==> config.mk <==
export PLATFORM = sky130hd
export DESIGN_NAME = prog_seq
export DESIGN_NICKNAME = d
export VERILOG_FILES = /design/src/rtl/prog_seq_pkg.sv /design/src/rtl/prog_pulse_timer.sv /design/src/rtl/prog_try_counter.sv /design/src/rtl/prog_addr_ctr.sv /design/src/rtl/prog_seq.sv
export SDC_FILE = /design/constraint.sdc
export NUM_CORES = 1
export LEC_CHECK = 0
export BUFFER_PORTS_ARGS = -buffer_cell sky130_fd_sc_hd__buf_2
export CAP_MARGIN = 5
export CORE_MARGIN = 2
export CORE_UTILIZATION = 50
export DETAILED_ROUTE_END_ITERATION = 12
export GPL_TIMING_DRIVEN = 0
export HOLD_SLACK_MARGIN = 0.15
export PLACE_DENSITY = 0.76
export SYNTH_ARGS = -nofsm -noshare
export SYNTH_HDL_FRONTEND = slang
export SYNTH_SLANG_ARGS = --single-unit
==> constraint.sdc <==
create_clock -name clk -period 2.5 [get_ports clk]
set_clock_uncertainty 0.05 [all_clocks]
set_input_delay 0.5 -clock clk [delete_from_list [all_inputs] [get_ports clk]]
set_output_delay 0.5 -clock clk [all_outputs]
set_load 0.01 [all_outputs]
==> src/rtl/prog_seq_pkg.sv <==
package prog_seq_pkg;
   typedef enum logic [2:0] {
      S_IDLE,
      S_FETCH,
      S_PULSE,
      S_PVRD,
      S_PVCMP,
      S_FVRD,
      S_FVCMP,
      S_DONE
   } pseq_state_e;

   function automatic int unsigned cnt_width(input int unsigned max_val);
      return (max_val < 2) ? 1 : $clog2(max_val + 1);
   endfunction
endpackage

==> src/rtl/prog_pulse_timer.sv <==
module prog_pulse_timer #(
   parameter int unsigned CYC = 10
) (
   input  logic clk,
   input  logic rst_n,
   input  logic run,
   output logic last
);
   localparam int unsigned CW = prog_seq_pkg::cnt_width(CYC);
   logic [CW-1:0] cnt;

   assign last = run && (cnt == CW'(CYC - 1));

   always_ff @(posedge clk or negedge rst_n) begin
      if (!rst_n)    cnt <= '0;
      else if (!run) cnt <= '0;
      else if (last) cnt <= '0;
      else           cnt <= cnt + 1'b1;
   end
endmodule

==> src/rtl/prog_try_counter.sv <==
module prog_try_counter #(
   parameter int unsigned MAX = 25
) (
   input  logic clk,
   input  logic rst_n,
   input  logic clr,
   input  logic inc,
   output logic at_max
);
   localparam int unsigned CW = prog_seq_pkg::cnt_width(MAX);
   logic [CW-1:0] cnt;

   assign at_max = (cnt == CW'(MAX));

   always_ff @(posedge clk or negedge rst_n) begin
      if (!rst_n)   cnt <= '0;
      else if (clr) cnt <= '0;
      else if (inc) cnt <= cnt + 1'b1;
   end
endmodule

==> src/rtl/prog_addr_ctr.sv <==
module prog_addr_ctr #(
   parameter int unsigned ADDR_W = 4
) (
   input  logic              clk,
   input  logic              rst_n,
   input  logic              clr,
   input  logic              inc,
   output logic [ADDR_W-1:0] addr,
   output logic              is_last
);
   assign is_last = &addr;

   always_ff @(posedge clk or negedge rst_n) begin
      if (!rst_n)   addr <= '0;
      else if (clr) addr <= '0;
      else if (inc) addr <= addr + 1'b1;
   end
endmodule

==> src/rtl/prog_seq.sv <==
module prog_seq #(
   parameter int unsigned ADDR_W      = 4,
   parameter int unsigned DATA_W      = 8,
   parameter int unsigned PULSE_CYC   = 10,
   parameter int unsigned MAX_PULSES  = 25,
   parameter bit          SKIP_ERASED = 1'b1
) (
   input  logic              clk,
   input  logic              rst_n,
   input  logic              start,
   output logic              busy,
   output logic              done,
   output logic              error,
   output logic [ADDR_W-1:0] fail_addr,
   output logic [ADDR_W-1:0] src_addr,
   input  logic [DATA_W-1:0] src_data,
   output logic [ADDR_W-1:0] dev_addr,
   output logic [DATA_W-1:0] dev_wdata,
   output logic              dev_pgm_n,
   output logic              dev_oe_n,
   input  logic [DATA_W-1:0] dev_rdata,
   output logic              vpp_on,
   output logic              hi_vcc,
   output logic              nom_vcc
);
   import prog_seq_pkg::*;

   if (ADDR_W < 1)     begin : g_bad_aw  $error("ADDR_W must be at least 1");     end
   if (DATA_W < 1)     begin : g_bad_dw  $error("DATA_W must be at least 1");     end
   if (PULSE_CYC < 1)  begin : g_bad_pc  $error("PULSE_CYC must be at least 1");  end
   if (MAX_PULSES < 1) begin : g_bad_mp  $error("MAX_PULSES must be at least 1"); end

   pseq_state_e       st, nxt;
   logic [DATA_W-1:0] data_q;
   logic [ADDR_W-1:0] addr;
   logic              addr_last, a_clr, a_inc;
   logic              t_clr, t_inc, at_max;
   logic              pulse_last, set_err, skip_byte;
   logic              err_q;
   logic [ADDR_W-1:0] fail_q;

   prog_addr_ctr #(.ADDR_W(ADDR_W)) u_addr (
      .clk(clk), .rst_n(rst_n), .clr(a_clr), .inc(a_inc),
      .addr(addr), .is_last(addr_last));

   prog_pulse_timer #(.CYC(PULSE_CYC)) u_timer (
      .clk(clk), .rst_n(rst_n), .run(st == S_PULSE), .last(pulse_last));

   prog_try_counter #(.MAX(MAX_PULSES)) u_tries (
      .clk(clk), .rst_n(rst_n), .clr(t_clr), .inc(t_inc), .at_max(at_max));

   if (SKIP_ERASED) begin : g_skip
      assign skip_byte = &src_data;
   end else begin : g_noskip
      assign skip_byte = 1'b0;
   end

   always_comb begin
      nxt     = st;
      a_clr   = 1'b0;
      a_inc   = 1'b0;
      t_clr   = 1'b0;
      t_inc   = 1'b0;
      set_err = 1'b0;
      case (st)
         S_IDLE: if (start) begin
            a_clr = 1'b1;
            nxt   = S_FETCH;
         end
         S_FETCH: begin
            if (skip_byte) begin
               if (addr_last) begin
                  a_clr = 1'b1;
                  nxt   = S_FVRD;
               end else begin
                  a_inc = 1'b1;
               end
            end else begin
               t_clr = 1'b1;
               nxt   = S_PULSE;
            end
         end
         S_PULSE: if (pulse_last) begin
            t_inc = 1'b1;
            nxt   = S_PVRD;
         end
         S_PVRD: nxt = S_PVCMP;
         S_PVCMP: begin
            if (dev_rdata == data_q) begin
               if (addr_last) begin
                  a_clr = 1'b1;
                  nxt   = S_FVRD;
               end else begin
                  a_inc = 1'b1;
                  nxt   = S_FETCH;
               end
            end else if (at_max) begin
               set_err = 1'b1;
               nxt     = S_IDLE;
            end else begin
               nxt = S_PULSE;
            end
         end
         S_FVRD: nxt = S_FVCMP;
         S_FVCMP: begin
            if (dev_rdata != src_data) begin
               set_err = 1'b1;
               nxt     = S_IDLE;
            end else if (addr_last) begin
               nxt = S_DONE;
            end else begin
               a_inc = 1'b1;
               nxt   = S_FVRD;
            end
         end
         S_DONE:  nxt = S_IDLE;
         default: nxt = S_IDLE;
      endcase
   end

   always_ff @(posedge clk or negedge rst_n) begin
      if (!rst_n) begin
         st     <= S_IDLE;
         data_q <= '0;
         err_q  <= 1'b0;
         fail_q <= '0;
      end else begin
         st <= nxt;
         if (st == S_FETCH) data_q <= src_data;
         if (st == S_IDLE && start) begin
            err_q <= 1'b0;
         end else if (set_err) begin
            err_q  <= 1'b1;
            fail_q <= addr;
         end
      end
   end

   assign src_addr  = addr;
   assign dev_addr  = addr;
   assign dev_wdata = data_q;
   assign dev_pgm_n = (st != S_PULSE);
   assign dev_oe_n  = !(st == S_PVRD || st == S_PVCMP || st == S_FVRD || st == S_FVCMP);
   assign vpp_on    = (st == S_FETCH || st == S_PULSE || st == S_PVRD || st == S_PVCMP);
   assign hi_vcc    = vpp_on;
   assign nom_vcc   = (st == S_FVRD || st == S_FVCMP);
   assign busy      = !(st == S_IDLE || st == S_DONE);
   assign done      = (st == S_DONE);
   assign error     = err_q;
   assign fail_addr = fail_q;
endmodule

==> impl_results.md <==
- Mapped Area: 0.00177 mm^2
- Slew Viols, Final: 0
- Most used DFF post-synth: dfrtp_1
- Met2 usage: between 30 and 40%
- Post-synth EDFFs: 0
- Worst Setup Start Kind: flip-flop
- Core ar.: about 0.0034 mm^2
- Req. time, crit path: around 2000 ps
- Via count: ~1,400
- Die Ht: between 60 and 70 um
- Row cnt: 21
- Met3 Usage GRT: under 10%
- Clk Latency, worst-skew pair: 320 ps
- Max rail drop VDD: 0.000575 V
- Clk root buf: clkbuf_4
- Sequential element share of the synthesized area: between 40% and 50%
- Outcome: completed
- CTS tree: done
- Most common cell after layout, fill and taps aside: buf_2
- Slew Limit Headroom: 58.1%
- Post-Route Utilization: 63.0%
- Max Clk Rate: around 450 MHz
- Layout cells sized above 1: a little over a third
- Pre-Repair DR Iteration Count: 4
- Final wirelength: 3480 um
- Avg Inst Size Synth: 10.3 um^2
- Worst-path fanout max: 10
- Hold Crit Depth: 2
- #FFs+latches synth: 29
- Die X: between 60 and 70 um
- Post-synth net total: between 150 and 200
- Port Buffers: 46
- Synth warn: 0
- Synth-to-Final Area Change: 19.7%
- Setup TNS: 0 ps
- Storage element area: 726 um^2
- Hold Buf Count CTS: 1
- Antenna cell count: 0
- Worst slew pin tran: between 600 and 700 ps
- CTS Buffer Depth: 2
- RePlAce Congestion: approximately 0.84
- RSZ-0062 raised after global routing: false
- CTS Sinks: 29
- Maximum Capacitance Violations: 0
- PwrDens: between 800 and 900 mW/mm^2
- Most frequent cells in the layout: buf_2, dfrtp_1, nor2_1
- Endpoint type of the worst setup path: output port
- Final std cells w/o fill: about 270
- Worst hold path class: input port to flip-flop
- Vias in the first global route: about 1,300
- CP Data Arrival Time: roughly 1700 ps
- Post-route DRC: 0
- Layout Nets: around 250
- First-pass GRT wire length: 6090 um
- Total global routing overflow: 0
- Initial antenna violation count: 0
- Largest net degree at the start of global routing: 30
- FFs w/ async S/R, synth: 100%
- CTS resizes: 0
- Most used routing layer: met2
- All-Layer GR Usage: between 10% and 20%
- Filler Cell Count: around 320
- # H-tree levels: 2
- P_leak: around 0.0010 uW
- # setup viols final: 0
- Final hold violations: 0
- I/O pin cnt: 47
- HPWL Detailed: about 2700 um
- Tmin final: ~2200 ps
- Vias/cell: approximately 5.2
- Tcrit/Tclk final: slightly below 90%
- Initial Utilization: 52.6%
- Cells after Synth: approximately 170
- Post-DR wirelength/cell: ~13 um
- Critical path class: flip-flop to output port
- R2r worst-path depth: 6
- Multi-input combinational cell area: ~950 um^2
- Post-CTS Setup Inserts: 0
- Post-DRT Antenna Nets: 0
- DP Cell Count: roughly 260
- M1 GR Usage: between 20% and 30%
- Synth unique cells: between 40 and 50
- Number of buffers created by CTS: 5
- Die Area: between 0.004 and 0.005 mm^2
- First DRT Iteration DRCs: between 40 and 50
- Reg clk slew, reported paths: ~90 ps
## synthesized netlist by cell type (2+ instances only)
| cell type | count | area share (%) |
|---|---|---|
| buf_4 | 5 | 2.1 |
| xor2_1 | 12 | 5.9 |
| a21o_1 | 2 | 0.85 |
| nand4_1 | 6 | 2.1 |
| a21oi_1 | 3 | 0.85 |
| nand2_1 | 7 | 1.5 |
| inv_1 | 4 | 0.85 |
| nand3b_1 | 2 | 0.85 |
| nor4_2 | 4 | 2.8 |
| ha_1 | 5 | 3.5 |
| o21ai_0 | 2 | 0.57 |
| buf_6 | 2 | 1.3 |
| and3_1 | 2 | 0.71 |
| o31ai_1 | 3 | 1.3 |
| mux2_2 | 12 | 7.6 |
| nand3_1 | 9 | 2.5 |
| nor2_1 | 22 | 4.7 |
| xnor2_1 | 12 | 5.9 |
| mux2i_1 | 3 | 1.7 |
| dfrtp_1 | 29 | 41 |
| nor3_1 | 3 | 0.85 |
## metrics by stage
| step | worst slack [ps] | area (um^2) | power (uW) | hold slack [ps] |
|---|---|---|---|---|
| 2_1_floorplan | 581 | 1770 | 1320 | 154 |
| 3_3_place_gp | 332 | 2060 | 1590 | 409 |
| 3_5_place_dp | 335 | 2060 | 1600 | 415 |
| 4_1_cts | 253 | 2120 | 1880 | 382 |
| 5_1_grt | 106 | 2120 | 2010 | 376 |
| 6_report | 274 | 2120 | 1860 | 395 |
## power by group
| part | internal (uW) | switching, uW |
|---|---|---|
| registers | 586 | 97.1 |
| logic | 416 | 493 |
| clock network | 107 | 159 |
## cells by family (layout without fill, tap and decap cells)
| logic type | after synthesis | count (layout) | share of synthesized area (%) |
|---|---|---|---|
| DFF | 29 | 29 | 41.0 |
| buffers and inverters | 15 | 70 | 5.16 |
| and+or+nand+nor | 62 | 62 | 19.6 |
| muxes | 16 | 16 | 9.97 |
| xor gates and xnor gates | 24 | 24 | 11.9 |
| adders and majority gates | 5 | 5 | 3.54 |
| AOI/OAI and AO/OA | 20 | 20 | 8.84 |
## worst paths after layout
| kind | startpoint | to | slack (ps) |
|---|---|---|---|
| min in group asynchronous | rst_n | dev_wdata[4]$_DFFE_PN0N_ | 670 |
| max in group asynchronous | rst_n | st[0]$_DFFE_PN0P_ | 1330 |
| worst min register to register | error$_DFFE_PN0P_ | error$_DFFE_PN0P_ | 430 |
| worst max-delay path | st[0]$_DFFE_PN0P_ | vpp_on | 270 |
| worst max register to register | u_addr.addr[0]$_DFFE_PN0P_ | u_addr.addr[1]$_DFFE_PN0P_ | 390 |
| worst min-delay path | src_data[2] | dev_wdata[2]$_DFFE_PN0N_ | 390 |
## critical path, cell delays in order, from the launching register on
cell and delay [ps]:
dfrtp_1 420, buf_1 430, nor2_1 70, nor2_1 100, nor2_1 60, buf_4 140, buf_2 130
## layer usage
metal | up-vias | part of all wire (%)
li1 | 705 | -
met1 | 668 | 47
met2 | 34 | 47
met3 | 5 | 4.2
met4 | 0 | 1.5
met5 | - | 0
## layout make-up
type / count / area share [%]
sequential: 29 / 34.3
buffer: 10 / 3.43
clock inverter: 2 / 0.473
multi-input combinational: 127 / 44.9
inverter: 5 / 0.886
tap: 46 / 2.72
timing repair buffer: 47 / 11.3
clock buffer: 6 / 1.95
## registers in the layout, indices dropped and copies added (netlist names)
name	cells
error	1
dev_wdata	8
u_timer.cnt	4
fail_addr	4
st	3
u_addr.addr	4
u_tries.cnt	5
(Power assumes the default switching activity.)
